===== config.mk =====
export PLATFORM = sky130hd
export DESIGN_NAME = fc_repair_array
export DESIGN_NICKNAME = d
export VERILOG_FILES = /design/src/rtl/fc_repair_pkg.sv /design/src/rtl/fc_bank.sv /design/src/rtl/fc_map_table.sv /design/src/rtl/fc_merge.sv /design/src/rtl/fc_repair_array.sv
export SDC_FILE = /design/constraint.sdc
export NUM_CORES = 2
export LEC_CHECK = 0
export ABC_AREA = 0
export BUFFER_PORTS_ARGS = -buffer_cell sky130_fd_sc_hd__buf_2
export CORE_ASPECT_RATIO = 1.4
export CORE_MARGIN = 1
export CORE_UTILIZATION = 60
export DETAILED_ROUTE_END_ITERATION = 8
export GPL_TIMING_DRIVEN = 1
export PLACE_DENSITY_LB_ADDON = 0.3
export SETUP_SLACK_MARGIN = 0.02
export SLEW_MARGIN = 20
export SYNTH_ARGS = -nofsm -noshare
export SYNTH_HDL_FRONTEND = slang
export SYNTH_SLANG_ARGS = --single-unit

===== constraint.sdc =====
create_clock -name clk -period 3.6 [get_ports clk]
set_input_delay 0.36 -clock clk [delete_from_list [all_inputs] [get_ports clk]]
set_output_delay 0.36 -clock clk [all_outputs]
set_load 0.01 [all_outputs]

===== src/rtl/fc_repair_pkg.sv =====
package fc_repair_pkg;

    typedef enum logic [1:0] {
        OP_IDLE  = 2'd0,
        OP_READ  = 2'd1,
        OP_WRITE = 2'd2
    } fc_op_e;

    function automatic fc_op_e decode_op(input logic valid, input logic write);
        if (!valid)
            return OP_IDLE;
        return write ? OP_WRITE : OP_READ;
    endfunction

endpackage


===== src/rtl/fc_bank.sv =====
// One bank of line storage: synchronous read, per-chunk write enables.
module fc_bank #(
    parameter  int DEPTH   = 8,
    parameter  int CHUNKS  = 4,
    parameter  int CHUNK_W = 8,
    localparam int IW      = $clog2(DEPTH),
    localparam int LW      = CHUNKS * CHUNK_W
) (
    input  logic              clk,
    input  logic              rst_n,
    input  logic              rd_en,
    input  logic [IW-1:0]     rd_idx,
    output logic [LW-1:0]     rd_data,
    input  logic [CHUNKS-1:0] wr_en,
    input  logic [IW-1:0]     wr_idx,
    input  logic [LW-1:0]     wr_data
);

    typedef struct packed {
        logic [DEPTH-1:0][LW-1:0] mem;
        logic [LW-1:0]            rdat;
    } bank_t;

    bank_t st_q, st_d;

    always_comb begin
        st_d = st_q;
        if (rd_en)
            st_d.rdat = st_q.mem[rd_idx];
        for (int k = 0; k < CHUNKS; k++) begin
            if (wr_en[k])
                st_d.mem[wr_idx][k*CHUNK_W +: CHUNK_W] = wr_data[k*CHUNK_W +: CHUNK_W];
        end
    end

    always_ff @(posedge clk) begin
        if (!rst_n)
            st_q <= '0;
        else
            st_q <= st_d;
    end

    assign rd_data = st_q.rdat;

endmodule


===== src/rtl/fc_map_table.sv =====
// Per-line defect masks, spare pointers, in-use and disabled marks, plus
// per-spare occupancy used to refuse overlapping group members.
module fc_map_table #(
    parameter  int LINES  = 16,
    parameter  int CHUNKS = 4,
    localparam int AW     = $clog2(LINES),
    localparam int IW     = AW - 1
) (
    input  logic              clk,
    input  logic              rst_n,
    input  logic              cfg_we,
    input  logic              busy,
    input  logic [AW-1:0]     cfg_line,
    input  logic              cfg_valid,
    input  logic              cfg_disabled,
    input  logic [CHUNKS-1:0] cfg_fault,
    input  logic [AW-1:0]     cfg_spare,
    output logic              cfg_err,
    input  logic [AW-1:0]     lk_line,
    output logic [CHUNKS-1:0] lk_fault,
    output logic [IW-1:0]     lk_spare_idx,
    output logic              lk_disabled
);

    typedef struct packed {
        logic [LINES-1:0]             used;
        logic [LINES-1:0]             dis;
        logic [LINES-1:0][CHUNKS-1:0] fault;
        logic [LINES-1:0][CHUNKS-1:0] occ;
        logic [LINES-1:0][IW-1:0]     spare;
        logic                         err;
    } tbl_t;

    tbl_t st_q, st_d;
    logic repairs, same_bank, overlap, refuse;

    always_comb begin
        st_d      = st_q;
        repairs   = cfg_valid && !cfg_disabled;
        same_bank = (cfg_line[AW-1] == cfg_spare[AW-1]);
        overlap   = |(st_q.occ[cfg_spare] & cfg_fault);
        refuse    = busy || (repairs && (same_bank || overlap));
        st_d.err  = cfg_we && refuse;
        if (cfg_we && !refuse) begin
            st_d.used[cfg_line]  = cfg_valid;
            st_d.dis[cfg_line]   = cfg_disabled;
            st_d.fault[cfg_line] = repairs ? cfg_fault : '0;
            st_d.spare[cfg_line] = cfg_spare[IW-1:0];
            if (repairs)
                st_d.occ[cfg_spare] = st_q.occ[cfg_spare] | cfg_fault;
        end
    end

    always_ff @(posedge clk) begin
        if (!rst_n)
            st_q <= '0;
        else
            st_q <= st_d;
    end

    assign cfg_err      = st_q.err;
    assign lk_disabled  = st_q.used[lk_line] && st_q.dis[lk_line];
    assign lk_fault     = (st_q.used[lk_line] && !st_q.dis[lk_line]) ? st_q.fault[lk_line] : '0;
    assign lk_spare_idx = st_q.spare[lk_line];

endmodule


===== src/rtl/fc_merge.sv =====
// Chunk multiplexer: defective positions take the spare line's chunk.
module fc_merge #(
    parameter  int CHUNKS  = 4,
    parameter  int CHUNK_W = 8,
    localparam int LW      = CHUNKS * CHUNK_W
) (
    input  logic [LW-1:0]     home,
    input  logic [LW-1:0]     spare,
    input  logic [CHUNKS-1:0] fault,
    output logic [LW-1:0]     merged
);

    for (genvar k = 0; k < CHUNKS; k++) begin : g_chunk
        assign merged[k*CHUNK_W +: CHUNK_W] = fault[k] ? spare[k*CHUNK_W +: CHUNK_W]
                                                       : home[k*CHUNK_W +: CHUNK_W];
    end

endmodule


===== src/rtl/fc_repair_array.sv =====
module fc_repair_array
    import fc_repair_pkg::*;
#(
    parameter  int CHUNKS  = 4,
    parameter  int CHUNK_W = 8,
    parameter  int LINES   = 16,
    localparam int AW      = $clog2(LINES),
    localparam int LW      = CHUNKS * CHUNK_W
) (
    input  logic              clk,
    input  logic              rst_n,
    input  logic              lp_mode,
    input  logic              req_valid,
    input  logic              req_write,
    input  logic [AW-1:0]     req_addr,
    input  logic [LW-1:0]     req_wdata,
    output logic              rd_valid,
    output logic [LW-1:0]     rd_data,
    input  logic              cfg_we,
    input  logic [AW-1:0]     cfg_line,
    input  logic              cfg_valid,
    input  logic              cfg_disabled,
    input  logic [CHUNKS-1:0] cfg_fault,
    input  logic [AW-1:0]     cfg_spare,
    output logic              cfg_err
);

    localparam int DEPTH = LINES / 2;
    localparam int IW    = AW - 1;

    typedef struct packed {
        logic              v;
        logic              lp;
        logic              bank;
        logic              dis;
        logic [CHUNKS-1:0] fault;
    } fetch_t;

    typedef struct packed {
        logic          v;
        logic [LW-1:0] data;
    } fix_t;

    typedef struct packed {
        fetch_t s1;
        fix_t   s2;
    } pipe_t;

    pipe_t p_q, p_d;

    fc_op_e            op;
    logic              req_bank;
    logic [IW-1:0]     req_idx;
    logic [CHUNKS-1:0] lk_fault;
    logic [IW-1:0]     lk_spare_idx;
    logic              lk_disabled;
    logic              busy;

    logic [1:0]             b_rd_en;
    logic [1:0][IW-1:0]     b_rd_idx;
    logic [1:0][IW-1:0]     b_wr_idx;
    logic [1:0][CHUNKS-1:0] b_wr_en;
    logic [1:0][LW-1:0]     b_rdata;
    logic [LW-1:0]          home_data, spare_data, merged;

    assign op       = decode_op(req_valid, req_write);
    assign req_bank = req_addr[AW-1];
    assign req_idx  = req_addr[IW-1:0];
    assign busy     = req_valid || p_q.s1.v || p_q.s2.v;

    fc_map_table #(.LINES(LINES), .CHUNKS(CHUNKS)) u_map (
        .clk          (clk),
        .rst_n        (rst_n),
        .cfg_we       (cfg_we),
        .busy         (busy),
        .cfg_line     (cfg_line),
        .cfg_valid    (cfg_valid),
        .cfg_disabled (cfg_disabled),
        .cfg_fault    (cfg_fault),
        .cfg_spare    (cfg_spare),
        .cfg_err      (cfg_err),
        .lk_line      (req_addr),
        .lk_fault     (lk_fault),
        .lk_spare_idx (lk_spare_idx),
        .lk_disabled  (lk_disabled)
    );

    // Bank steering: home bank takes the addressed index, the other bank the spare index.
    always_comb begin
        for (int g = 0; g < 2; g++) begin
            logic home;
            home        = (int'(req_bank) == g);
            b_rd_en[g]  = (op == OP_READ) && (home || lp_mode);
            b_rd_idx[g] = home ? req_idx : lk_spare_idx;
            b_wr_idx[g] = home ? req_idx : lk_spare_idx;
            b_wr_en[g]  = '0;
            if (op == OP_WRITE) begin
                if (!lp_mode)
                    b_wr_en[g] = home ? '1 : '0;
                else if (!lk_disabled)
                    b_wr_en[g] = home ? ~lk_fault : lk_fault;
            end
        end
    end

    for (genvar g = 0; g < 2; g++) begin : g_bank
        fc_bank #(.DEPTH(DEPTH), .CHUNKS(CHUNKS), .CHUNK_W(CHUNK_W)) u_bank (
            .clk     (clk),
            .rst_n   (rst_n),
            .rd_en   (b_rd_en[g]),
            .rd_idx  (b_rd_idx[g]),
            .rd_data (b_rdata[g]),
            .wr_en   (b_wr_en[g]),
            .wr_idx  (b_wr_idx[g]),
            .wr_data (req_wdata)
        );
    end

    assign home_data  = b_rdata[p_q.s1.bank];
    assign spare_data = b_rdata[~p_q.s1.bank];

    fc_merge #(.CHUNKS(CHUNKS), .CHUNK_W(CHUNK_W)) u_merge (
        .home   (home_data),
        .spare  (spare_data),
        .fault  (p_q.s1.fault),
        .merged (merged)
    );

    always_comb begin
        p_d          = p_q;
        p_d.s1.v     = (op == OP_READ);
        p_d.s1.lp    = lp_mode;
        p_d.s1.bank  = req_bank;
        p_d.s1.dis   = lk_disabled;
        p_d.s1.fault = lk_fault;
        p_d.s2.v     = p_q.s1.v && p_q.s1.lp;
        p_d.s2.data  = p_q.s1.dis ? '0 : merged;
    end

    always_ff @(posedge clk) begin
        if (!rst_n)
            p_q <= '0;
        else
            p_q <= p_d;
    end

    assign rd_valid = p_q.s2.v || (p_q.s1.v && !p_q.s1.lp);
    assign rd_data  = p_q.s2.v ? p_q.s2.data : home_data;

endmodule


==> impl_metrics.toml <==
[route]
totalWireLength_um = 107000
viasPerCell = 6.37
wire_per_inst_um = 23.0
ant_nets = 0
first_pass_iters = 5
drc = 0
via_count = 29500
drtIter0Drc = 2637

[yosys]
async_reset_ff_share_pct = 0
synth.cell_area_um2 = 36200
ys_types = 62
syn_inst = 3799
synth_edf_count = 0
synthesis.nets = 3855
ys_ff_latch = 826
ys_seq_area_share_pct = 45.6
yosysWarningCount = 0
synth_top_flop_cell = "dfxtp_1"
synth_area_per_cell_um2 = 9.54

[clocking]
cts_num_sinks = 826
htree_levels = 3
clk_latency_ps = 640
clockRootBuffer = "clkbuf_16"
cts_setup_buffers = 0
ctsLongestPathBuffers = 3
cts.reportedPaths.clkPinSlew_ps = 60
postCtsHoldBufs = 1
post_cts_resized = 0
cts_tree = "built"
cts_buffers = 79

[worst_hold_path]
hold_class = "input port to register"

[sta]
period_share_pct = 89.2
setup_tns_ps = 0
max_freq_ghz = 0.311
rsz0062_at_grt = "false"
period_minus_slack_ps = 3210
relSlewSlack_pct = 23.6
setup_viol = 0
layout_setup_ws_ps = 390
holdWs_ps = 187
finalHoldViolCount = 0
skew_ps = 25.6
final_max_slew_viol_count = 0
tightestPinTransition_ps = 1140

[cells_and_area]
drive_above_1_share_pct = 14.3
n_antenna_cell = 0
final_cell_area_um2 = 40500
fin_nets = 3875
syn_to_final_growth_pct = 11.6

[outcome]
status = "finished, final reports clean"

[place]
portBuffers = 89
dp_hpwl_um = 71600
placed_area_um2 = 37900
pre_cts_ws_ps = 129
gp_congestion = 0.916

[global_route]
grt_pass1_vias = 29000
gr-total-overflow = 0
grt_pass1_wl_um = 165000
grt_max_degree = 115
grt_usage_pct = 34.3
antenna_found_initial = 3

[pwr]
powerDensity_nw_per_um2 = 480
worst_ir_drop_vdd_v = 0.000454
p_leak_nw = 18.9
power_mw = 19.4

[worst_setup_path]
path_delay_family = "simple AND/OR/NAND/NOR gates"
arrival_ps = 3690
slowest_stage = "mux4_1"
cp.buffers_inverters = 1
cp_cell_sequence = "mux4_1 -> mux2_2 -> or3_1 -> or2_0 -> o221ai_2 -> buf_4 -> nand2_2 -> mux2i_1"
start_kind = "register"
worstSetupPathType = "register to register"
crit_fanout = 8
crit_required_ps = 4080
cpPeakStageDelay_ps = 490
critPathCaptureType = "register"

[floorplan]
die-area_um2 = 61400
initial_utilization_pct = 60.7
core_area_um2 = 59700
top_level_ports = 90
die_w_um = 210
die_h_um = 293
std_cell_rows = 106

[flow_run]
cap_violations = 0
[cell type report]
| class | count | area [um^2] |
|---|---|---|
| Tap cell | 756 | 946 |
| Fill cell | 4670 | 19200 |
| Inverter | 13 | 48.8 |
| Sequential cell | 826 | 16500 |
| Multi-Input combinational cell | 2665 | 18700 |
| Clock buffer | 114 | 2340 |
| Clock inverter | 26 | 238 |
| Timing Repair Buffer | 234 | 1670 |
[synthesized netlist by cell type, types with 5 or more instances]
library cell / count / share of area (%)
inv_1: 12 / 0.12
a32oi_1: 5 / 0.12
o221ai_2: 5 / 0.21
o2111ai_1: 16 / 0.39
a22o_1: 42 / 1.0
or2_2: 9 / 0.16
dfxtp_1: 826 / 46
o21ai_0: 155 / 2.1
and3_1: 17 / 0.29
nand2b_1: 7 / 0.12
clkbuf_1: 255 / 2.6
a31oi_1: 44 / 0.76
nor2b_1: 12 / 0.21
mux4_1: 6 / 0.44
and2_1: 11 / 0.19
nor3_1: 25 / 0.35
xnor2_1: 5 / 0.12
a221o_1: 8 / 0.22
mux2i_1: 764 / 21
mux4_2: 38 / 2.4
a21oi_1: 141 / 1.9
nand2_4: 24 / 0.75
nor3_2: 6 / 0.17
nor2_1: 53 / 0.55
o2bb2ai_1: 49 / 1.2
nand4_1: 63 / 1.1
mux2_2: 22 / 0.68
a22oi_1: 29 / 0.60
buf_2: 23 / 0.32
nand3_1: 16 / 0.22
buf_1: 10 / 0.10
o221a_2: 21 / 0.65
nand2_1: 918 / 9.5
a221oi_1: 63 / 1.5
nand2_2: 40 / 0.69
[worst register-to-register path, stage by stage, from the launching register on]
cell and delay, ps:
dfxtp_1 330, mux4_1 490, mux2_2 310, or3_1 430
or2_0 440, o221ai_2 330, buf_4 270, nand2_2 260
mux2i_1 200
[where the power goes]
group	internal, mW	total [mW]	switching [mW]
registers	9.29	9.40	0.112
logic	0.482	1.65	1.16
clock network	4.75	8.38	3.62
[placed cells by master, fill, tap and decap left out, types with 17 or more instances in the layout]
cell and n:
a22o_1 42, o221a_2 21, o21ai_0 154, mux2i_1 764, nand2_2 41, nand4_1 63
a22oi_1 29, buf_4 134, dfxtp_1 824, a221oi_1 63, nor2_1 48, mux2_2 22
o2bb2ai_1 49, mux4_2 38, clkbuf_16 83, nand2_1 917, nand2_4 24, a21oi_1 141
buf_2 88, and3_1 17, a31oi_1 43
[layer usage]
layer	up-vias	share of wire, %	wire length (um)	GRT usage (%)
li1	13500	-	-	-
met1	14400	39	41300	41.1
met2	1181	48	51400	57.6
met3	387	6.6	7010	4.43
met4	6	6.6	7020	23.1
met5	-	0.042	45	0
[sequential cells by signal (all words and copies together), names as in the netlist]
signal / flops
p_q: 41
g_bank.u_bank.st_q: 512
u_map.st_q: 208
u_map.cfg_err: 1
g_bank.u_bank.rd_data: 64
[cell families (layout without fill, tap and decap cells)]
logic type | after synthesis | after routing | synth area share (%)
AND/OR/NAND/NOR | 1208 | 1208 | 14.4
multiplexers | 830 | 830 | 24.6
flip-flops | 826 | 826 | 45.6
AO/OA/AOI/OAI | 618 | 618 | 11.8
buffers and inverters | 308 | 387 | 3.36
XOR/XNOR | 9 | 9 | 0.217
[final timing paths]
check / slack, ps / to / from / cells past startpoint
min reg2reg: 450 / p_q[8]$_SDFF_PP0_ / g_bank[0].u_bank.rd_data[8]$_SDFFE_PN0P_ / 2
max reg2reg: 390 / g_bank[1].u_bank.st_q[122]$_SDFFE_PN0P_ / u_map.st_q[177]$_SDFFE_PN0P_ / 8
max: 390 / g_bank[1].u_bank.st_q[122]$_SDFFE_PN0P_ / u_map.st_q[177]$_SDFFE_PN0P_ / 8
min: 190 / u_map.st_q[63]$_SDFFE_PN0P_ / cfg_fault[2] / 3
[through the flow]
stage	utilization, %	instances
detailed placement	63.4	4493
finish	67.8	4634
floorplan	-	3799
global route	67.8	4634
global placement	63.4	4493
CTS	67.8	4634
Power figures use the tool's default switching activity.
